File: config.mk
export PLATFORM = sky130hd
export DESIGN_NAME = sync_offset_counter
export DESIGN_NICKNAME = d
export VERILOG_FILES = /design/src/rtl/ctr_pkg.sv /design/src/rtl/ctr_op_decode.sv /design/src/rtl/ctr_digit.sv /design/src/rtl/ctr_reload_gate.sv /design/src/rtl/sync_offset_counter.sv
export SDC_FILE = /design/constraint.sdc
export NUM_CORES = 1
export LEC_CHECK = 0
export BUFFER_PORTS_ARGS = -buffer_cell sky130_fd_sc_hd__clkbuf_2
export CAP_MARGIN = 20
export CORE_MARGIN = 4
export CORE_UTILIZATION = 37
export DETAILED_ROUTE_END_ITERATION = 7
export PLACE_DENSITY_LB_ADDON = 0.25
export REMOVE_ABC_BUFFERS = 1
export SLEW_MARGIN = 10
export SYNTH_ARGS = -nofsm -noshare
export SYNTH_HDL_FRONTEND = slang
export SYNTH_SLANG_ARGS = --single-unit
File: constraint.sdc
create_clock -name clk -period 2.7 [get_ports clk]
set_clock_uncertainty 0.15 [all_clocks]
set_input_delay 0.405 -clock clk [delete_from_list [all_inputs] [get_ports clk]]
set_output_delay 0.405 -clock clk [all_outputs]
set_load 0.01 [all_outputs]
File: src/rtl/ctr_pkg.sv
`timescale 1ns/1ps
package ctr_pkg;

    typedef enum logic [1:0] {
        OP_HOLD  = 2'd0,
        OP_COUNT = 2'd1,
        OP_LOAD  = 2'd2,
        OP_CLEAR = 2'd3
    } ctr_op_e;

    typedef struct packed {
        logic clear_n;
        logic load_n;
        logic en_p;
        logic en_t;
    } ctr_ctl_t;

    // Fixed priority: clear, load, count, hold
    function automatic ctr_op_e pick_op(ctr_ctl_t c);
        if (!c.clear_n)           return OP_CLEAR;
        else if (!c.load_n)       return OP_LOAD;
        else if (c.en_p && c.en_t) return OP_COUNT;
        else                      return OP_HOLD;
    endfunction

endpackage

File: src/rtl/ctr_op_decode.sv
`timescale 1ns/1ps
module ctr_op_decode
    import ctr_pkg::*;
(
    input  ctr_ctl_t ctl,
    output ctr_op_e  op
);
    always_comb begin
        op = pick_op(ctl);
    end
endmodule

File: src/rtl/ctr_digit.sv
`timescale 1ns/1ps
module ctr_digit
    import ctr_pkg::*;
#(
    parameter int unsigned W = 4
) (
    input  logic         clk,
    input  logic         rst,
    input  ctr_op_e      op,
    input  logic [W-1:0] d,
    input  logic         en_t,
    output logic [W-1:0] q,
    output logic         carry
);
    localparam logic [W-1:0] ONE = W'(1);

    always_ff @(posedge clk) begin
        if (rst) begin
            q <= '0;
        end else begin
            case (op)
                OP_CLEAR: q <= '0;
                OP_LOAD:  q <= d;
                OP_COUNT: q <= q + ONE;
                default:  q <= q;
            endcase
        end
    end

    assign carry = en_t & (&q);


    digit_step_chk: assert property (@(posedge clk) disable iff (rst)
        op == OP_COUNT |=> q == $past(q) + ONE);


    digit_hold_chk: assert property (@(posedge clk) disable iff (rst)
        op == OP_HOLD |=> $stable(q));
endmodule

File: src/rtl/ctr_reload_gate.sv
`timescale 1ns/1ps
module ctr_reload_gate #(
    parameter int unsigned   TOT_W       = 8,
    parameter bit            SELF_RELOAD = 1'b0,
    parameter logic [TOT_W-1:0] START_V  = '0
) (
    input  logic             load_n_ext,
    input  logic             chain_carry,
    input  logic [TOT_W-1:0] load_val,
    output logic             load_n_eff,
    output logic [TOT_W-1:0] load_d_eff
);
    generate
        if (SELF_RELOAD) begin : g_reload
            // External load wins over the carry-driven reload
            assign load_n_eff = load_n_ext & ~chain_carry;
            assign load_d_eff = load_n_ext ? START_V : load_val;
        end else begin : g_plain
            logic unused_carry;
            assign unused_carry = chain_carry;
            assign load_n_eff   = load_n_ext;
            assign load_d_eff   = load_val;
        end
    endgenerate
endmodule

File: src/rtl/sync_offset_counter.sv
`timescale 1ns/1ps
module sync_offset_counter
    import ctr_pkg::*;
#(
    parameter int unsigned DIGIT_W     = 4,
    parameter int unsigned STAGES      = 2,
    parameter bit          SELF_RELOAD = 1'b0,
    parameter int unsigned START_VAL   = 0
) (
    input  logic                        clk,
    input  logic                        rst,
    input  logic                        clear_n,
    input  logic                        load_n,
    input  logic                        en_p,
    input  logic                        en_t,
    input  logic [STAGES*DIGIT_W-1:0]   load_val,
    output logic [STAGES*DIGIT_W-1:0]   count,
    output logic                        carry
);
    localparam int unsigned       TOT_W   = STAGES * DIGIT_W;
    localparam logic [TOT_W-1:0]  START_V = TOT_W'(START_VAL);
    localparam logic [TOT_W-1:0]  ALL1    = '1;
    localparam logic [TOT_W-1:0]  ONE     = TOT_W'(1);

    logic [STAGES-1:0] stage_carry;
    logic              load_n_eff;
    logic [TOT_W-1:0]  load_d_eff;

    ctr_reload_gate #(
        .TOT_W       (TOT_W),
        .SELF_RELOAD (SELF_RELOAD),
        .START_V     (START_V)
    ) u_reload (
        .load_n_ext  (load_n),
        .chain_carry (carry),
        .load_val    (load_val),
        .load_n_eff  (load_n_eff),
        .load_d_eff  (load_d_eff)
    );

    generate
        for (genvar s = 0; s < STAGES; s++) begin : g_stage
            logic     en_t_s;
            ctr_ctl_t ctl_s;
            ctr_op_e  op_s;

            if (s == 0) begin : g_first
                assign en_t_s = en_t;
            end else begin : g_chain
                assign en_t_s = stage_carry[s-1];
            end

            assign ctl_s = '{clear_n: clear_n, load_n: load_n_eff,
                             en_p: en_p, en_t: en_t_s};

            ctr_op_decode u_dec (
                .ctl (ctl_s),
                .op  (op_s)
            );

            ctr_digit #(.W(DIGIT_W)) u_digit (
                .clk   (clk),
                .rst   (rst),
                .op    (op_s),
                .d     (load_d_eff[s*DIGIT_W +: DIGIT_W]),
                .en_t  (en_t_s),
                .q     (count[s*DIGIT_W +: DIGIT_W]),
                .carry (stage_carry[s])
            );
        end
    endgenerate

    assign carry = stage_carry[STAGES-1];


    reset_zero_chk: assert property (@(posedge clk)
        rst |=> count == '0);


    clear_zero_chk: assert property (@(posedge clk) disable iff (rst)
        !clear_n |=> count == '0);


    load_take_chk: assert property (@(posedge clk) disable iff (rst)
        clear_n && !load_n |=> count == $past(load_val));


    count_step_chk: assert property (@(posedge clk) disable iff (rst)
        clear_n && load_n && en_p && en_t && !(SELF_RELOAD && carry)
        |=> count == $past(count) + ONE);


    hold_stable_chk: assert property (@(posedge clk) disable iff (rst)
        clear_n && load_n && !(en_p && en_t) && !(SELF_RELOAD && carry)
        |=> $stable(count));


    carry_term_chk: assert property (@(posedge clk) disable iff (rst)
        carry |-> (count == ALL1) && en_t);


    reload_start_chk: assert property (@(posedge clk) disable iff (rst)
        SELF_RELOAD && clear_n && load_n && carry |=> count == START_V);
endmodule

==> reports/metrics.cfg, run 1 <==
[timing]
tightest_slew_ns = 0.321
setup_violations = 0
worst_hold_check_slack_ns = 0.213
report.final.hold_viol_count = 0
final_period_minus_worst_setup_slack_ns = 1.89
worst_slack_setup_final_ns = 0.814
maxClockFrequency_mhz = 530
totalNegativeSetupSlack_ns = 0
finalMaxSlewViolations = 0
timing.slew.headroom = 0.786
period_share = 0.699
grt_setup_unrepaired = false

[route]
detail_route.first_pass.iterations = 4
routed_via_density = 5.32
detail_route.wl_per_cell_um = 12.0
drt-total-wl_mm = 1.18
detailroute.via_count = 521
antenna_left = 0
drt_drc_violations_left = 0
dr.first_iter.drc_count = 11

[finish]
n_antenna_cell = 0
post-route-cell-area_um2 = 649
areaGrowthSynthToFinish_pct = 28.1
largest_register = g_stage.u_digit.q
final_core_util = 0.499
largest_register_ffs = 8
drive_gt1_frac = 0.361
num-nets-final = 101
top_regs = g_stage.u_digit.q: 8 flops
instances_no_fill = 98

[place]
post_dp_cell_area_um2 = 627
dp_cells = 95
port_buffers = 22
pre_cts_slack_ns = 0.915
detailedPlacementHpwl_um = 918
gpl.final_weighted_congestion = 0.765

[floorplanning]
initial_utilization = 0.389
chipHeight_um = 45.0
placeableCoreArea_um2 = 1300
dieWidth_um = 45.0
floorplan.rows = 13
top_level_ports = 23
die_area_um2 = 2030

[logic_synthesis]
syn_area_um2 = 507
postSynthRegisterBits = 8
post_synth_num_cell_types = 29
syn-instance-count = 60
netlist.area_leader.share = 0.316
synth_edf_count = 0
synthesis.yosys.warnings = 0
synth_largest_area_cell = sky130_fd_sc_hd__dfxtp_1
muxShareOfSynthArea = 0
synth_xor_xnor_area_share = 0.0519
ys_top_cells_by_area = sky130_fd_sc_hd__dfxtp_1, sky130_fd_sc_hd__nor2_1, sky130_fd_sc_hd__ha_1
synth_compound_area_frac = 0.235
synthesis.area_per_instance_um2 = 8.45
synth_simple_gate_area_frac = 0.316
synth-async-reset-ratio = 0
synth_fa_ha_area_frac = 0.0494
synth_top_family_by_area = simple AND/OR/NAND/NOR gates
synth_sequential_area_ratio = 0.316
ys_dominant_reg_cell = sky130_fd_sc_hd__dfxtp_1

[setup_path]
timing.critical_path.cells = ha_1 -> nand4_4 -> nor2_1 -> clkbuf_2
worstSetupPathType = register to output port
worstSetupStartpointType = register
ff2ff_setup_slack_ns = 1.00
critical_path_arrival_ns = 1.33
critical_path_required_ns = 2.14
cp_max_fo = 6
max_stage_delay_ns = 0.38
critPathSlowestCell = sky130_fd_sc_hd__dfxtp_1
setup.worst_path.end_class = output port
worstReg2RegEnd = g_stage[1].u_digit.q[3]
r2r-start = g_stage[0].u_digit.q[0]
length_in_cells_of_the_worst_reg_to_reg_path = 5

[global_routing]
grt_first_pass_wirelength_mm = 1.88
track_usage = 0.131
aggregate_global_routing_overflow = 0
grt_start_max_net_pins = 17
grt_pass1_vias = 454
antenna_found_initial = 0

[min_path]
timing.hold.worst.class = input pin to register
min_from = rst
holdPathStages = 2
endpoint_with_the_worst_hold_slack = g_stage[0].u_digit.q[2]

[clocking]
tritoncts = yes
cts.clk_slew.worst_paths_ns = 0.05
clock_sinks = 8
cts_htree_levels = 1
post_cts.repair.setup_buffers = 0
cts-hold-fix-buffers = 0
worstSkewPairLatency_ns = 0.25
post_cts_resized = 0
ctsRootBufferMaster = sky130_fd_sc_hd__clkbuf_4
clk_path_buf_depth = 2
cts_buffers = 3

[job]
max-cap-violations = 0

[pwr]
peakVddDrop_uv = 246
pleak_nw = 0.291
p_per_area_nw_per_um2 = 415
fin_total_pwr_mw = 0.270

[status]
run_status = completed

## cells in the final DEF, fill, tap and decap left out, types with 2 or more instances in the layout
master,netlist,layout
sky130_fd_sc_hd__nor3_1,2,2
sky130_fd_sc_hd__nor2_1,8,8
sky130_fd_sc_hd__o21ai_0,3,3
sky130_fd_sc_hd__xnor2_1,2,2
sky130_fd_sc_hd__clkbuf_4,0,3
sky130_fd_sc_hd__nand3_1,3,3
sky130_fd_sc_hd__clkbuf_2,0,22
sky130_fd_sc_hd__a311oi_1,2,2
sky130_fd_sc_hd__nand2_1,6,6
sky130_fd_sc_hd__ha_1,2,2
sky130_fd_sc_hd__dfxtp_1,8,8
sky130_fd_sc_hd__a21oi_1,2,2
sky130_fd_sc_hd__a211oi_1,3,3
sky130_fd_sc_hd__inv_1,2,2
## cell usage after synthesis (2+ instances only)
| library cell | n |
|---|---|
| sky130_fd_sc_hd__inv_1 | 2 |
| sky130_fd_sc_hd__xnor2_1 | 2 |
| sky130_fd_sc_hd__a211oi_1 | 3 |
| sky130_fd_sc_hd__ha_1 | 2 |
| sky130_fd_sc_hd__a311oi_1 | 2 |
| sky130_fd_sc_hd__nor3_1 | 2 |
| sky130_fd_sc_hd__nand2_1 | 6 |
| sky130_fd_sc_hd__dfxtp_1 | 8 |
| sky130_fd_sc_hd__a21oi_1 | 2 |
| sky130_fd_sc_hd__nand3_1 | 3 |
| sky130_fd_sc_hd__o21ai_0 | 3 |
| sky130_fd_sc_hd__nor2_1 | 8 |
## power by group
part	internal, mW	total (mW)	switching, mW
Combinational	0.0213	0.0478	0.0266
Clock	0.0509	0.0914	0.0405
Sequential	0.124	0.130	0.00657
Total	0.196	0.270	0.0736
## per-layer routing
metal / vias to the layer above / global-route usage / share of wire
met4: 0 / 0.0702 / 0.014
met3: 2 / 0.0637 / 0.091
li1: 275 / - / -
met2: 20 / 0.212 / 0.47
met1: 224 / 0.138 / 0.43
met5: - / 0 / 0
## worst max-delay path, delay by kind of cell (launching register included)
kind          cells  cell delay, ns
simple gates      2            0.30
fa+ha+maj         1            0.26
flops             1            0.38
buf+inv           1            0.14
## worst max-delay path by stage
stage	from	to	cells past startpoint
floorplan	g_stage[0].u_digit.q[0]	g_stage[1].u_digit.q[3]	5
global placement	load_n	g_stage[1].u_digit.q[3]	5
detailed placement	load_n	g_stage[1].u_digit.q[3]	5
CTS	g_stage[0].u_digit.q[0]	carry	4
global route	g_stage[0].u_digit.q[0]	carry	4
finish	g_stage[0].u_digit.q[0]	carry	4
## final cells by class
| type | instances | area, um^2 |
|---|---|---|
| Timing Repair Buffer | 22 | 110 |
| Fill cell | 150 | 652 |
| Inverter | 2 | 7.51 |
| Multi-Input combinational cell | 48 | 330 |
| Sequential cell | 8 | 160 |
| Tap cell | 15 | 18.8 |
| Clock buffer | 3 | 22.5 |
## cells by family after synthesis
family                   Yosys count
adder cells (fa/ha/maj)            2
AO/OA/AOI/OAI                     16
AND/OR/NAND/NOR                   27
buffers and inverters              4
XOR/XNOR                           3
flip-flops                         8
Note: power is estimated with default switching activity, not from simulation.
==> run 2, diff against run 1 <==
==> constraint.sdc (replaced) <==
create_clock -name clk -period 1.55 [get_ports clk]
set_clock_uncertainty 0.15 [all_clocks]
set_input_delay 0.2325 -clock clk [delete_from_list [all_inputs] [get_ports clk]]
set_output_delay 0.2325 -clock clk [all_outputs]
set_load 0.01 [all_outputs]
==> reports/metrics.cfg, run 2 (synthesized netlist as in run 1, its figures left out) <==
[status]
run_status = completed

[clocking]
cts-hold-fix-buffers = 0
clk_path_buf_depth = 2
worstSkewPairLatency_ns = 0.26
ctsRootBufferMaster = sky130_fd_sc_hd__clkbuf_4
cts.clk_slew.worst_paths_ns = 0.06
cts_buffers = 3
clock_sinks = 8
tritoncts = yes
cts_htree_levels = 1

[finish]
areaGrowthSynthToFinish_pct = 50.1
top_regs = g_stage.u_digit.q: 8 flops
n_antenna_cell = 0
mostFrequentLayoutCell = sky130_fd_sc_hd__clkbuf_2
largest_register_ffs = 8
largest_register = g_stage.u_digit.q
mostFrequentLayoutCells = sky130_fd_sc_hd__clkbuf_2, sky130_fd_sc_hd__buf_4, sky130_fd_sc_hd__nor2_1
final_core_util = 0.585
drive_gt1_frac = 0.511
num-nets-final = 110
post-route-cell-area_um2 = 761

[global_routing]
track_usage = 0.161
aggregate_global_routing_overflow = 0
grt_start_max_net_pins = 8
grt_pass1_vias = 597
grt_first_pass_wirelength_mm = 2.37
antenna_found_initial = 0

[timing]
grt_setup_unrepaired = false
report.final.hold_viol_count = 0
worst_slack_setup_final_ns = 0.0439
setup_violations = 0
tightest_slew_ns = 0.337
finalMaxSlewViolations = 0
maxClockFrequency_mhz = 664
period_share = 0.972
timing.slew.headroom = 0.775
final_period_minus_worst_setup_slack_ns = 1.51

[place]
pre_cts_slack_ns = -0.0108
port_buffers = 22
post_dp_cell_area_um2 = 687
gpl.final_weighted_congestion = 0.818
detailedPlacementHpwl_mm = 1.11

[route]
detail_route.wl_per_cell_um = 13.9
drt_drc_violations_left = 0
routed_via_density = 5.52
detail_route.first_pass.iterations = 4
dr.first_iter.drc_count = 17
drt-total-wl_mm = 1.49
antenna_left = 0
detailroute.via_count = 591

[floorplanning]
initial_utilization = 0.389
placeableCoreArea_um2 = 1300
top_level_ports = 23
die_area_um2 = 2030
floorplan.rows = 13
dieWidth_um = 45.0
chipHeight_um = 45.0

[setup_path]
critical_path_required_ns = 1.17
worstSetupStartpointType = register
r2r-start = g_stage[0].u_digit.q[0]
worstSetupPathType = register to output port
setup.worst_path.end_class = output port
critPathLaunch = g_stage[1].u_digit.q[0]
cp_max_fo = 4
critical_path_arrival_ns = 1.12

[job]
max-cap-violations = 0

[pwr]
pleak_nw = 0.353
p_per_area_nw_per_um2 = 656
peakVddDrop_uv = 347

[min_path]
timing.hold.worst.class = input pin to register
min_from = load_val[1]

==> run 2: worst max-delay path, stage by stage, from the launching register on <==
cell,delay (ns)
sky130_fd_sc_hd__dfxtp_4,0.37
sky130_fd_sc_hd__ha_1,0.18
sky130_fd_sc_hd__nand3_1,0.08
sky130_fd_sc_hd__nor2_1,0.11
sky130_fd_sc_hd__clkbuf_2,0.14
==> run 2: area by class of cell <==
type                       instances  area [um^2]
clock buffer                       3         22.5
sequential                         8          168
tap                               15         18.8
multi-input combinational         48          367
timing repair buffer              31          178
fill                             129          541
inverter                           2         7.51
==> run 2: repair_timing <==
item	in CTS	in global routing
resized for setup	4	8
buffers inserted	1	0
pin swaps	3	3
endpoints found under the setup margin	2	5
==> run 2: final timing paths <==
path                                  end  slack (ns)  cells after the start
setup / recovery                    carry        0.04                      4
hold / removal    g_stage[0].u_digit.q[1]        0.04                      3
setup reg to reg  g_stage[1].u_digit.q[3]        0.06                      6
hold reg to reg   g_stage[1].u_digit.q[3]        0.39                      1
==> run 2: per-layer routing <==
layer	wire [um]	vias to the layer above	global-route usage
li1	-	291	-
met1	602	273	0.179
met2	748	23	0.251
met3	113	4	0.0677
met4	22	0	0.0994
met5	0	-	0
==> run 2: where the power goes <==
group / switching (mW) / total (mW) / internal (mW) / leakage [nW]
registers: 0.0121 / 0.227 / 0.215 / 0.0675
logic: 0.0545 / 0.102 / 0.0478 / 0.272
clock network: 0.0800 / 0.169 / 0.0892 / 0.0138
total: 0.147 / 0.499 / 0.352 / 0.353
==> run 2: through the flow <==
step / setup TNS [ns] / cells / power [mW] / hold slack (ns)
finish: 0 / 107 / 0.499 / 0.0441
global route: 0 / 107 / 0.527 / 0.0469
CTS: 0 / 107 / 0.502 / 0.0307
detailed placement: -0.0108 / 103 / 0.328 / 0.314
global placement: 0 / 103 / 0.326 / 0.310
floorplan: -0.112 / 58 / 0.272 / 0.162
